File: src/rtl/dptr_pkg.sv
package dptr_pkg;
  typedef enum logic [2:0] {
    AM_PLAIN   = 3'd0,
    AM_PREDEC  = 3'd1,
    AM_POSTINC = 3'd2,
    AM_DISP    = 3'd3,
    AM_DIRECT  = 3'd4
  } am_e;

  localparam int unsigned NPTR = 3;
  localparam int unsigned SELW = 2;
endpackage

File: src/rtl/dptr_ptr_mux.sv
module dptr_ptr_mux
  import dptr_pkg::*;
#(
  parameter int unsigned AW = 16
) (
  input  logic [AW-1:0]   ptr_x,
  input  logic [AW-1:0]   ptr_y,
  input  logic [AW-1:0]   ptr_z,
  input  logic [SELW-1:0] sel,
  output logic [AW-1:0]   val,
  output logic            sel_ok
);
  logic [AW-1:0] bank [NPTR];

  assign bank[0] = ptr_x;
  assign bank[1] = ptr_y;
  assign bank[2] = ptr_z;

  always_comb begin
    val    = '0;
    sel_ok = 1'b0;
    for (int i = 0; i < int'(NPTR); i++) begin
      if (sel == SELW'(i)) begin
        val    = bank[i];
        sel_ok = 1'b1;
      end
    end
  end
endmodule

File: src/rtl/dptr_ea_calc.sv
module dptr_ea_calc
  import dptr_pkg::*;
#(
  parameter int unsigned AW = 16,
  parameter int unsigned PW = 8,
  parameter int unsigned QW = 6
) (
  input  logic [2:0]      mode,
  input  logic [SELW-1:0] sel,
  input  logic            sel_ok,
  input  logic [AW-1:0]   ptr,
  input  logic [QW-1:0]   disp,
  input  logic [AW-1:0]   word,
  input  logic [PW-1:0]   page,
  output logic [PW+AW-1:0] ea,
  output logic [AW-1:0]   wr_val,
  output logic            wr_en,
  output logic            stb,
  output logic            ill
);
  localparam int unsigned EW = PW + AW;

  logic [AW-1:0] dec_v, inc_v, off_v;
  logic          is_x;

  assign dec_v = AW'(ptr - AW'(1));
  assign inc_v = AW'(ptr + AW'(1));
  assign off_v = AW'(ptr + {{(AW-QW){1'b0}}, disp});
  assign is_x  = (sel == SELW'(0));

  always_comb begin
    ea     = '0;
    wr_val = '0;
    wr_en  = 1'b0;
    stb    = 1'b0;
    ill    = 1'b0;
    case (mode)
      AM_PLAIN: begin
        if (sel_ok) begin
          ea  = {{PW{1'b0}}, ptr};
          stb = 1'b1;
        end else ill = 1'b1;
      end
      AM_PREDEC: begin
        if (sel_ok) begin
          ea     = {{PW{1'b0}}, dec_v};
          wr_val = dec_v;
          wr_en  = 1'b1;
          stb    = 1'b1;
        end else ill = 1'b1;
      end
      AM_POSTINC: begin
        if (sel_ok) begin
          ea     = {{PW{1'b0}}, ptr};
          wr_val = inc_v;
          wr_en  = 1'b1;
          stb    = 1'b1;
        end else ill = 1'b1;
      end
      AM_DISP: begin
        if (sel_ok && !is_x) begin
          ea  = {{PW{1'b0}}, off_v};
          stb = 1'b1;
        end else ill = 1'b1;
      end
      AM_DIRECT: begin
        ea  = EW'({page, word});
        stb = 1'b1;
      end
      default: ill = 1'b1;
    endcase
  end
endmodule

File: src/rtl/dptr_out_reg.sv
module dptr_out_reg
  import dptr_pkg::*;
#(
  parameter int unsigned AW = 16,
  parameter int unsigned PW = 8
) (
  input  logic              clk,
  input  logic              rst,
  input  logic              req,
  input  logic [PW+AW-1:0]  ea_n,
  input  logic [AW-1:0]     wr_val_n,
  input  logic              wr_en_n,
  input  logic [SELW-1:0]   wr_sel_n,
  input  logic              stb_n,
  input  logic              ill_n,
  output logic [PW+AW-1:0]  ea_q,
  output logic [AW-1:0]     wr_val_q,
  output logic              wr_en_q,
  output logic [SELW-1:0]   wr_sel_q,
  output logic              stb_q,
  output logic              ill_q
);
  always_ff @(posedge clk) begin
    if (rst || !req) begin
      ea_q     <= '0;
      wr_val_q <= '0;
      wr_en_q  <= 1'b0;
      wr_sel_q <= '0;
      stb_q    <= 1'b0;
      ill_q    <= 1'b0;
    end else begin
      ea_q     <= ea_n;
      wr_val_q <= wr_val_n;
      wr_en_q  <= wr_en_n;
      wr_sel_q <= wr_en_n ? wr_sel_n : '0;
      stb_q    <= stb_n;
      ill_q    <= ill_n;
    end
  end
endmodule

File: src/rtl/dptr_agen.sv
module dptr_agen
  import dptr_pkg::*;
#(
  parameter int unsigned AW = 16,
  parameter int unsigned PW = 8,
  parameter int unsigned QW = 6
) (
  input  logic              clk,
  input  logic              rst,
  input  logic              req_i,
  input  logic [2:0]        mode_i,
  input  logic [1:0]        ptr_sel_i,
  input  logic [AW-1:0]     ptr_x_i,
  input  logic [AW-1:0]     ptr_y_i,
  input  logic [AW-1:0]     ptr_z_i,
  input  logic [QW-1:0]     disp_i,
  input  logic [AW-1:0]     addr_word_i,
  input  logic [PW-1:0]     page_i,
  output logic [PW+AW-1:0]  ea_o,
  output logic              acc_stb_o,
  output logic [AW-1:0]     ptr_wr_val_o,
  output logic              ptr_wr_en_o,
  output logic [1:0]        ptr_wr_sel_o,
  output logic              illegal_o
);
  localparam int unsigned EW = PW + AW;

  logic [AW-1:0] ptr_v;
  logic          sel_ok;
  logic [EW-1:0] ea_n;
  logic [AW-1:0] wr_val_n;
  logic          wr_en_n, stb_n, ill_n;

  dptr_ptr_mux #(.AW(AW)) u_mux (
    .ptr_x (ptr_x_i),
    .ptr_y (ptr_y_i),
    .ptr_z (ptr_z_i),
    .sel   (ptr_sel_i),
    .val   (ptr_v),
    .sel_ok(sel_ok)
  );

  dptr_ea_calc #(.AW(AW), .PW(PW), .QW(QW)) u_calc (
    .mode  (mode_i),
    .sel   (ptr_sel_i),
    .sel_ok(sel_ok),
    .ptr   (ptr_v),
    .disp  (disp_i),
    .word  (addr_word_i),
    .page  (page_i),
    .ea    (ea_n),
    .wr_val(wr_val_n),
    .wr_en (wr_en_n),
    .stb   (stb_n),
    .ill   (ill_n)
  );

  dptr_out_reg #(.AW(AW), .PW(PW)) u_oreg (
    .clk     (clk),
    .rst     (rst),
    .req     (req_i),
    .ea_n    (ea_n),
    .wr_val_n(wr_val_n),
    .wr_en_n (wr_en_n),
    .wr_sel_n(ptr_sel_i),
    .stb_n   (stb_n),
    .ill_n   (ill_n),
    .ea_q    (ea_o),
    .wr_val_q(ptr_wr_val_o),
    .wr_en_q (ptr_wr_en_o),
    .wr_sel_q(ptr_wr_sel_o),
    .stb_q   (acc_stb_o),
    .ill_q   (illegal_o)
  );
endmodule

File: config.mk
export PLATFORM = sky130hd
export DESIGN_NAME = dptr_agen
export DESIGN_NICKNAME = d
export VERILOG_FILES = /design/src/rtl/dptr_pkg.sv /design/src/rtl/dptr_ptr_mux.sv /design/src/rtl/dptr_ea_calc.sv /design/src/rtl/dptr_out_reg.sv /design/src/rtl/dptr_agen.sv
export SDC_FILE = /design/constraint.sdc
export NUM_CORES = 1
export LEC_CHECK = 0
export BUFFER_PORTS_ARGS = -buffer_cell sky130_fd_sc_hd__buf_2
export CAP_MARGIN = 20
export CORE_ASPECT_RATIO = 0.5
export CORE_MARGIN = 1
export CORE_UTILIZATION = 40
export CTS_CLUSTER_DIAMETER = 120
export CTS_CLUSTER_SIZE = 10
export DETAILED_ROUTE_END_ITERATION = 6
export PLACE_DENSITY = 0.68
export SKIP_LAST_GASP = 1
export SYNTH_ARGS = -nofsm -noshare
export SYNTH_HDL_FRONTEND = slang
export SYNTH_SLANG_ARGS = --single-unit
export TNS_END_PERCENT = 10
File: constraint.sdc
create_clock -name clk -period 6.61 [get_ports clk]
set_input_delay 0.9915 -clock clk [delete_from_list [all_inputs] [get_ports clk]]
set_output_delay 0.9915 -clock clk [all_outputs]
set_load 0.01 [all_outputs]
# Word level (Yosys, flattened, before mapping)
# Index checks and enable logic that the tools add are counted.
# W data, S select, Z words.
[word_totals]
reg_bits = 45
in_bits = 86
out_inout_bits = 45
elab_cells = 46
[op_classes]
addsub = 3
eq_ne = 6
n_mux = 20
bitwise_logic = 1
n_reduce_logical = 10
[ops]
columns = ["op", "n"]
rows = [
  ["$mux W16", 8],
  ["$pmux W24 S4", 1],
  ["$pmux W16 S2", 1],
  ["$add A16 B1 Y16 const B", 1],
  ["$add A16 B6 Y16", 1],
  ["$sub A16 B1 Y16 const B", 1],
  ["$mux W1", 8],
  ["$eq A3 B2 Y1 const B", 2],
  ["$pmux W1 S3", 2],
  ["$reduce_or A2 Y1", 3],
  ["$eq A3 B1 Y1 const B", 1],
  ["$eq A3 B3 Y1 const B", 1],
  ["$logic_not A3 Y1", 1],
  ["$reduce_or A3 Y1", 1],
  ["$eq A2 B1 Y1 const B", 1],
  ["$eq A2 B2 Y1 const B", 1],
  ["$logic_not A1 Y1", 2],
  ["$logic_not A2 Y1", 1],
  ["$logic_and A1 B1 Y1", 1],
  ["$logic_or A1 B1 Y1", 1],
  ["$not A1 Y1", 1],
]

# Logic depth before layout (Yosys ltp)
[logic_depth]
depth_word = 8
ltp_mapped = 15
mapped_depth_nobuf = 14

# By module
# Synthesis repeated with hierarchy kept, for this count alone.
[unflattened]
cells_unflattened = 415
area_unflattened_um2 = 3549.7
[by_module_without_submodules]
columns = ["mod", "instances", "cells_each", "area_each_um2"]
rows = [
  ["dptr_ea_calc", 1, 277, 1769.2],
  ["dptr_out_reg", 1, 98, 1393.8],
  ["dptr_ptr_mux", 1, 40, 386.6],
]

# Worst setup path before layout
# No wires, ideal clock.
[synth_timing]
path_kind = "input to register"
start = "input ptr_sel_i[1]"
end = "register u_oreg.ea_q[10]"
arrival_ns = 3.821
required_ns = 6.540
setup_slack_ns = 2.719
cell_stages = 15
n_path_buf = 1
cell_sequence = "inv_1 > ha_1 > buf_6 > nand3b_1 > a22o_2 > clkinv_1 > ha_1 > inv_1 > fa_1 > nor2b_1 > o31a_1 > o22ai_1 > or4_1 > and3_1 > a21oi_1"
[synth_between]
elab_chain_len = 7
[synth_rtl]
columns = ["item", "line", "text"]
rows = [
  ["from (decl)", "dptr_agen.sv:12", "input logic [1:0] ptr_sel_i,"],
  ["$logic_not A2 Y1", "dptr_ptr_mux.sv:23, dptr_ea_calc.sv:29", ""],
  ["$mux W16 / $mux W1 (equally long branches) (3 in a row)", "dptr_ptr_mux.sv:23", "if (sel == SELW'(i)) begin"],
  ["$add A16 B6 Y16, or another cell as far along", "dptr_ea_calc.sv:28", "assign off_v = AW'(ptr + {{(AW-QW){1'b0}}, disp});"],
  ["$mux W16, on equally long branches", "dptr_ea_calc.sv:61, dptr_ea_calc.sv:45", ""],
  ["$pmux W24 S4 (*)", "dptr_ea_calc.sv:37", "case (mode)"],
  ["to (signal assigned)", "dptr_out_reg.sv:32", "ea_q <= ea_n;"],
  ["to (decl)", "dptr_out_reg.sv:16", "output logic [PW+AW-1:0] ea_q,"],
]
# Mark *: on every way between the ends. The rest lies on a longest branch, timed or not.
# A chain may end at the register's enable or synchronous reset.

# Worst setup path in the final report
# Same ends and word-level chain as after synthesis.

==> flow_metrics.py <==
metrics = {
    "setup_path": {
        "slowest_stage": "ha_1",
        "cp.required_ns": 6.82,
        "crit_arrival_ns": 4.84,
        "cp-end-kind": "flip-flop",
        "max_stage_delay_ns": 0.80,
        "crit_start": "ptr_sel_i[1]",
        "cp-start-kind": "input pin",
        "cpLargestDelayFamily": "adder cells",
        "cp_num_buf_inv": 4,
        "worstPathMaxFanout": 32,
        "crit_type": "in -> reg",
        "crit_chain": "buf_2 -> inv_1 -> ha_1 -> a21oi_1 -> a22o_2 -> clkinv_1 -> ha_1 -> inv_1 -> fa_1 -> nor2b_1 -> o31a_1 -> o22ai_1 -> or4_1 -> and3_1 -> a21oi_1",
    },
    "drt": {
        "first_pass_iters": 5,
        "wl_per_cell_um": 17.5,
        "drc": 0,
        "drt_iter0_markers": 347,
        "ant_nets": 0,
        "routed_wl_mm": 11.4,
        "vias_per_cell": 5.86,
        "num_vias": 3803,
    },
    "floorplan": {
        "core_area_mm2": 0.00826,
        "rows": 23,
        "die_h_um": 68.2,
        "die_area_mm2": 0.00917,
        "num_io_pins": 131,
        "initial_core_util_pct": 42.4,
        "die_w_um": 134,
    },
    "sta": {
        "fin_crit_sh_pct": 70.1,
        "tightest_slew_ns": 0.981,
        "setup_violations": 0,
        "postLayoutSetupSlackWorst_ns": 1.97,
        "max_freq_mhz": 216,
        "hold_viol_final": 0,
        "fin_setup_tns_ns": 0,
        "rsz0062_at_grt": "no",
        "slew_violations": 0,
        "slew_headroom_pct": 34.6,
        "period_needed_ns": 4.64,
        "hold_slack_ns": 0.919,
    },
    "global_routing": {
        "grt_usage_pct": 25.2,
        "grt_max_degree": 40,
        "grt_pass1_wl_mm": 17.7,
        "overflow": 0,
        "antenna_found_initial": 0,
        "grt_pass1_vias": 3336,
    },
    "flow_run": {
        "max_cap_viol_count": 0,
    },
    "layout": {
        "drive_gt1_share_pct": 34.1,
        "n_antenna_cell": 0,
        "finalNetCount": 635,
        "area_growth_pct": 23.2,
        "fin_cells": 649,
    },
    "logic_synthesis": {
        "synth_top_cell_by_area": "dfxtp_1",
        "async_flop_share_pct": 0,
        "netlist_instances": 422,
        "synth_top_flop_cell": "dfxtp_1",
        "synth_top_area_share_pct": 25.7,
        "synthDistinctLibCells": 67,
        "ys_seq_area_share_pct": 25.7,
        "synthesis.area_mm2": 0.00351,
        "ys_top_cells_by_area": "dfxtp_1, a21oi_1, ha_1, nand3b_1, nor2_1",
        "synth-seq-cells": 45,
        "ys_warn_count": 0,
        "avgSynthCellArea_um2": 8.31,
        "syn_nets": 521,
        "synth_edf_count": 0,
    },
    "placed_design": {
        "globalplace.congestion": 0.941,
        "place_ws_ns": 1.75,
        "io_buffers": 130,
        "dp_hpwl_mm": 8.38,
        "dp.cells": 641,
    },
    "clock_network": {
        "clk_path_buf_depth": 2,
        "cts_inserted_buffers": 5,
        "clk_pin_slew_ns": 0.07,
        "holdBufCountCts": 0,
        "cts_sinks": 45,
        "cts_tree": "built",
        "post_cts_resized": 0,
        "cts_setup_buffers": 0,
        "cts_max_level": 2,
        "cts_root_buf": "clkbuf_16",
    },
    "hold_path": {
        "holdCritStartpoint": "page_i[2]",
        "hold_class": "in -> reg",
        "whs_endpoint": "u_oreg.ea_q[18]",
        "hold_depth": 2,
    },
    "pwr": {
        "swShare_pct": 34.3,
        "p_int_uw": 505,
        "power.density_mw_per_mm2": 178,
        "p_switching_uw": 264,
        "combPwrFrac_pct": 30.2,
        "seq_power_share_pct": 36.1,
        "p_leak_uw": 0.00184,
        "power_frac_clock_pct": 33.7,
        "peakVddDrop_uv": 93.8,
    },
    "run_status": {
        "outcome": "complete, no violations",
    },
}
==> layout make-up <==
class	instances	area, um2
Inverter	22	83.8
Clock buffer	5	125
Clock inverter	3	25.0
Tap cell	112	140
Sequential cell	45	901
Timing Repair Buffer	136	696
Multi-Input combinational cell	326	2350
Fill cell	821	3940
==> per-layer routing <==
metal	track usage (%)	vias up	wire length, um
met1	37.3	1723	5610
met2	35.8	236	4370
li1	-	1832	-
met3	6.22	12	1240
met4	6.60	0	157
met5	0	-	0
==> Yosys cell counts, types with 6 or more instances <==
cell type and n:
nand3b_1 15, ha_1 12, a31oi_1 13, nor3_1 16, nand3_1 6, a21oi_1 36, a22o_1 7, o31a_1 7
and3_1 10, o21a_1 7, nor2b_1 6, nor4_1 12, xnor2_1 7, a22oi_1 8, and2_1 7, clkbuf_1 13
dfxtp_1 45, nand2_1 18, o21ai_0 19, o22ai_1 7, mux2i_1 7, buf_4 8, nor2_1 27, inv_1 17
==> logic make-up (layout without fill, tap and decap cells) <==
kind of cell | count (synthesis) | after routing | share of synthesized area (%)
DFF | 45 | 45 | 25.7
adders and majority gates | 13 | 13 | 4.85
buffers and inverters | 51 | 166 | 7.49
AOI/OAI and AO/OA | 149 | 149 | 30.7
xor gates and xnor gates | 8 | 8 | 2.00
muxes | 7 | 7 | 2.00
and+or+nand+nor | 149 | 149 | 27.3
==> cell usage in the layout, fill, tap and decap left out, drive strengths merged, types with 3 or more instances in the layout <==
cell type	count
buf	136
dfxtp	45
a21oi	40
nor2	27
o21ai	22
inv	21
nor4	19
nand2	18
nor3	17
nand3b	16
a22oi	16
a31oi	13
ha	12
a22o	11
and3	10
nand4	9
nand3	8
o21a	7
o31a	7
o22ai	7
and2	7
mux2i	7
xnor2	7
nor2b	6
a211oi	5
clkbuf	5
a21o	4
a222oi	3
or3	3
clkinv	3
==> power by group through the flow <==
stage | registers, uW | clock network [uW] | logic (uW)
3_3_place_gp | 284 | 0 | 224
5_1_grt | 278 | 274 | 253
4_1_cts | 278 | 264 | 227
2_1_floorplan | 288 | 0 | 157
3_5_place_dp | 284 | 0 | 226
6_report | 278 | 259 | 232
==> through the flow <==
step / utilization (%) / power [uW] / instance area [um2]
floorplan: - / 444 / 3510
global placement: 50.5 / 508 / 4170
detailed placement: 50.5 / 510 / 4170
CTS: 52.3 / 768 / 4320
global route: 52.3 / 805 / 4320
finish: 52.3 / 769 / 4320
==> worst max path at each step <==
stage                           end  slack (ns)  cells past startpoint
global route        u_oreg.ea_q[10]        1.64                     15
detailed placement  u_oreg.ea_q[10]        1.75                     15
global placement    u_oreg.ea_q[10]        1.90                     15
floorplan           u_oreg.ea_q[10]        2.72                     15
finish              u_oreg.ea_q[10]        1.97                     15
CTS                 u_oreg.ea_q[10]        2.03                     15
==> state kept, by name, indices dropped and copies added (netlist names) <==
signal           count
u_oreg.ea_q         24
u_oreg.wr_val_q     16
u_oreg.wr_sel_q      2
u_oreg.ill_q         1
u_oreg.stb_q         1
u_oreg.wr_en_q       1
(Power assumes the default switching activity.)
